**config.mk**
```make
export PLATFORM = sky130hd
export DESIGN_NAME = spi_diag_front
export DESIGN_NICKNAME = d
export VERILOG_FILES = /design/src/rtl/spi_diag_pkg.sv /design/src/rtl/spi_pin_sync.sv /design/src/rtl/spi_diag_shreg.sv /design/src/rtl/spi_out_latch.sv /design/src/rtl/spi_diag_front.sv
export SDC_FILE = /design/constraint.sdc
export NUM_CORES = 1
export LEC_CHECK = 0
export BUFFER_PORTS_ARGS = -buffer_cell sky130_fd_sc_hd__buf_2
export CORE_MARGIN = 4
export CORE_UTILIZATION = 45
export CTS_CLUSTER_SIZE = 28
export DETAILED_ROUTE_END_ITERATION = 6
export GPL_ROUTABILITY_DRIVEN = 0
export PLACE_DENSITY = 0.67
export SYNTH_ARGS = -nofsm -noshare
export SYNTH_HDL_FRONTEND = slang
export SYNTH_HIERARCHICAL = 1
export SYNTH_SLANG_ARGS = --single-unit
```
**constraint.sdc**
```tcl
create_clock -name clk -period 1.6 [get_ports clk]
set_input_delay 0.16 -clock clk [delete_from_list [all_inputs] [get_ports clk]]
set_output_delay 0.16 -clock clk [all_outputs]
set_load 0.02 [all_outputs]
```
**src/rtl/spi_diag_pkg.sv**
```systemverilog
package spi_diag_pkg;

  // positions of the bus pins inside the synchronizer vector
  localparam int PIN_SCLK = 0;
  localparam int PIN_SI   = 1;
  localparam int PIN_CS   = 2;
  localparam int PIN_CLR  = 3;
  localparam int NPINS    = 4;

  // idle levels loaded into the synchronizers by reset
  localparam logic [NPINS-1:0] PIN_IDLE = 4'b1100;

  // decoded bus events for one system clock cycle
  typedef struct packed {
    logic cs_low;
    logic cs_fall;
    logic cs_rise;
    logic sclk_rise;
    logic sclk_fall;
    logic si_lvl;
  } bus_evt_t;

endpackage

```
**src/rtl/spi_pin_sync.sv**
```systemverilog
module spi_pin_sync #(
  parameter int N = 4,
  parameter int STAGES = 2,
  parameter logic [N-1:0] IDLE = '0
) (
  input  logic         clk,
  input  logic         rst,
  input  logic [N-1:0] raw,
  output logic [N-1:0] level,
  output logic [N-1:0] rise,
  output logic [N-1:0] fall
);

  for (genvar b = 0; b < N; b++) begin : g_pin
    logic [STAGES:0] chain;

    always_ff @(posedge clk) begin
      if (rst) chain <= {(STAGES+1){IDLE[b]}};
      else     chain <= {chain[STAGES-1:0], raw[b]};
    end

    assign level[b] = chain[STAGES-1];
    assign rise[b]  = chain[STAGES-1] & ~chain[STAGES];
    assign fall[b]  = ~chain[STAGES-1] & chain[STAGES];
  end

endmodule

```
**src/rtl/spi_diag_shreg.sv**
```systemverilog
module spi_diag_shreg
  import spi_diag_pkg::*;
#(
  parameter int CH = 8
) (
  input  logic          clk,
  input  logic          wipe,
  input  bus_evt_t      ev,
  input  logic [CH-1:0] sense,
  output logic [CH-1:0] sr,
  output logic          so_bit
);

  always_ff @(posedge clk) begin
    if (wipe) begin
      sr     <= '0;
      so_bit <= 1'b0;
    end else if (ev.cs_fall) begin
      sr <= sense;                  // diagnostic capture, any sclk edge dropped
    end else if (ev.cs_rise) begin
      so_bit <= 1'b0;               // any sclk edge dropped
    end else if (ev.cs_low) begin
      if (ev.sclk_rise) so_bit <= sr[CH-1];
      if (ev.sclk_fall) sr     <= {sr[CH-2:0], ev.si_lvl};
    end
  end

endmodule

```
**src/rtl/spi_out_latch.sv**
```systemverilog
module spi_out_latch #(
  parameter int CH = 8
) (
  input  logic          clk,
  input  logic          wipe,
  input  logic          commit,
  input  logic [CH-1:0] sr,
  output logic [CH-1:0] par_out,
  output logic          load_strobe
);

  always_ff @(posedge clk) begin
    if (wipe) begin
      par_out     <= '0;
      load_strobe <= 1'b0;
    end else begin
      load_strobe <= commit;
      if (commit) par_out <= sr;
    end
  end

endmodule

```
**src/rtl/spi_diag_front.sv**
```systemverilog
module spi_diag_front
  import spi_diag_pkg::*;
#(
  parameter int CH = 8,
  parameter int SYNC_STAGES = 2
) (
  input  logic          clk,
  input  logic          rst,
  input  logic          sclk,
  input  logic          si,
  input  logic          cs_n,
  input  logic          drv_rst_n,
  input  logic [CH-1:0] sense,
  output logic          so_data,
  output logic          so_oe,
  output logic [CH-1:0] par_out,
  output logic          load_strobe
);

  logic [NPINS-1:0] pin_raw, pin_lvl, pin_rise, pin_fall;
  logic [CH-1:0]    sr;
  logic             wipe;
  bus_evt_t         ev;
  logic             unused_edges;

  assign pin_raw[PIN_SCLK] = sclk;
  assign pin_raw[PIN_SI]   = si;
  assign pin_raw[PIN_CS]   = cs_n;
  assign pin_raw[PIN_CLR]  = drv_rst_n;

  spi_pin_sync #(.N(NPINS), .STAGES(SYNC_STAGES), .IDLE(PIN_IDLE)) u_sync (
    .clk   (clk),
    .rst   (rst),
    .raw   (pin_raw),
    .level (pin_lvl),
    .rise  (pin_rise),
    .fall  (pin_fall)
  );

  assign unused_edges = ^{pin_rise[PIN_SI], pin_fall[PIN_SI],
                          pin_rise[PIN_CLR], pin_fall[PIN_CLR]};

  assign wipe = rst | ~pin_lvl[PIN_CLR];

  always_comb begin
    ev.cs_low    = ~pin_lvl[PIN_CS];
    ev.cs_fall   = pin_fall[PIN_CS];
    ev.cs_rise   = pin_rise[PIN_CS];
    ev.sclk_rise = pin_rise[PIN_SCLK];
    ev.sclk_fall = pin_fall[PIN_SCLK];
    ev.si_lvl    = pin_lvl[PIN_SI];
  end

  spi_diag_shreg #(.CH(CH)) u_shreg (
    .clk    (clk),
    .wipe   (wipe),
    .ev     (ev),
    .sense  (sense),
    .sr     (sr),
    .so_bit (so_data)
  );

  spi_out_latch #(.CH(CH)) u_latch (
    .clk         (clk),
    .wipe        (wipe),
    .commit      (ev.cs_rise),
    .sr          (sr),
    .par_out     (par_out),
    .load_strobe (load_strobe)
  );

  always_ff @(posedge clk) begin
    if (wipe) so_oe <= 1'b0;
    else      so_oe <= ~pin_lvl[PIN_CS];
  end

endmodule

```
==> flow_summary.yaml <==
finish:
  syn2layout_area_growth_pct: 14.1
  n_antenna_cell: 0
  layout.nets: 152
  drive_above_1_share_pct: 37.4
power:
  peakVddDrop_mv: 0.689
  power.total_mw: 1.25
  leakagePower_nw: 0.567
  cellPowerDensity_mw_per_mm2: 929
sta:
  worstMarginPinSlew_ns: 0.340
  whs_ns: 0.0259
  relSlewSlack_pct: 77.3
  post-route-period-util_pct: 87.4
  finClkSkew_ns: 0.0127
  finalSetupViolCount: 0
  finalHoldViolations: 0
  fmax_ghz: 0.715
  finalMaxSlewViolations: 0
  tns_ns: 0
  rsz0062_at_grt: "no"
  fin_crit_ns: 1.40
floorplan:
  die_w_um: 59.3
  dieArea_mm2: 0.00351
  io_pins: 25
  fp.dieH_um: 59.3
  core_mm2: 0.00250
  start_util_pct: 47.3
  rows: 18
critical_path:
  crit_required_ns: 1.84
  reg2reg_depth: 4
  critPathMaxStageDelay_ns: 0.40
  cp_max_fo: 8
  cp.arrival_ns: 1.64
  cp_cell_sequence: "nor2b_1 -> nand3b_1 -> nand2_1 -> a221oi_2"
  start_kind: "register"
  cp-end-kind: "register"
  critPathSlowestCell: "dfxtp_1"
  path_class: "reg2reg"
global_route:
  grt_overflow: 0
  grt.total_usage_pct: 13.4
  first_global_vias: 790
  antenna_found_initial: 0
  grt_pass1_wl_um: 3330
  grt_max_degree: 19
clock_tree:
  holdBufCountCts: 0
  cts_tree: "built"
  cts_root_buffer: "clkbuf_4"
  cts.clk_slew.worst_paths_ns: 0.09
  insertion_delay_ns: 0.32
  clockBufferDepth: 2
  cts.sinks: 29
  numCtsBuffers: 5
  cts_resized: 0
  cts_max_level: 2
  cts_setup_buffers: 0
route:
  drc: 0
  ant_nets: 0
  wl_um: 1990
  wire_per_inst_um: 11.8
  drt_first_pass_iters: 4
  drtIter0Drc: 15
  vias_per_cell: 4.72
  vias: 798
yosys:
  ys_warn_count: 6
  syn_avg_cell_area_um2: 10.6
  syn_inst: 112
  syn-num-nets: 126
  netlist_area_mm2: 0.00118
placed_design:
  hpwl_um: 1450
  port_buffers: 24
worst_hold_path:
  hp-class: "in2reg"
  hold_depth: 2
run:
  max-cap-violations: 0
status:
  status: "completed"
[report_power, final]
group          switching (mW)  total [mW]  internal, mW
Combinational          0.0528      0.0982        0.0454
Sequential             0.0137       0.757         0.743
Clock                   0.223       0.398         0.175
[path summary, 6_finish.rpt]
path,from,endpoint,slack [ns]
setup reg to reg,u_sync/g_pin[2].chain[1],u_shreg/sr[6],0.20
setup / recovery,u_sync/g_pin[2].chain[1],u_shreg/sr[6],0.20
hold / removal,drv_rst_n,u_sync/g_pin[3].chain[0],0.03
hold reg to reg,u_sync/g_pin[3].chain[0],u_sync/g_pin[3].chain[1],0.41
[area by class of cell]
class | instances | area (µm²)
Clock buffer | 8 | 48.8
Fill cell | 234 | 1150
Inverter | 9 | 33.8
Multi-Input combinational cell | 64 | 490
Sequential cell | 29 | 581
Tap cell | 30 | 37.5
Timing Repair Buffer | 29 | 158
[layer usage]
layer,global-route usage [%],part of all wire (%)
met5,0,0
met4,5.83,0.85
met3,8.06,6.0
met2,21.8,50
met1,13.7,43
[sequential cells by signal, indices dropped and copies added, names as in the netlist]
name                 cells
so_oe                    1
u_latch/load_strobe      1
u_latch/par_out          8
u_shreg/so_bit           1
u_shreg/sr               8
u_sync/g_pin.chain      10
[metrics by stage]
| stage | worst slack, ns | cell area, µm² | utilization (%) | instances |
|---|---|---|---|---|
| 6_report | 0.202 | 1350 | 54.0 | 169 |
| 5_1_grt | 0.0514 | 1350 | 54.0 | 169 |
| 4_1_cts | 0.200 | 1350 | 54.0 | 169 |
| 3_5_place_dp | 0.228 | 1300 | 52.0 | 161 |
| 3_3_place_gp | 0.273 | 1300 | 52.0 | 161 |
| 2_1_floorplan | 0.310 | 1180 | - | 112 |
[cell usage in the layout, fill, tap and decap left out]
cell type,count
dfxtp_1,29
buf_2,24
inv_1,9
mux2i_1,8
nor2_1,8
nor2b_1,8
nand2_1,8
a21oi_2,8
a221oi_2,8
clkbuf_4,5
buf_4,5
or2_1,5
clkbuf_1,3
a21oi_1,2
nand2b_1,1
nor3b_2,1
nand3b_1,1
and3b_1,1
nor3b_1,1
nand3_1,1
o21ai_1,1
nor2b_2,1
and2b_1,1
[worst max-delay path: cells and delay by family (launching register included)]
kind / cells / cell delay (ns)
AND/OR/NAND/NOR: 3 / 0.69
flip-flops: 1 / 0.40
AO/OA/AOI/OAI: 1 / 0.23
No activity file was read; power rests on OpenSTA's default activity.
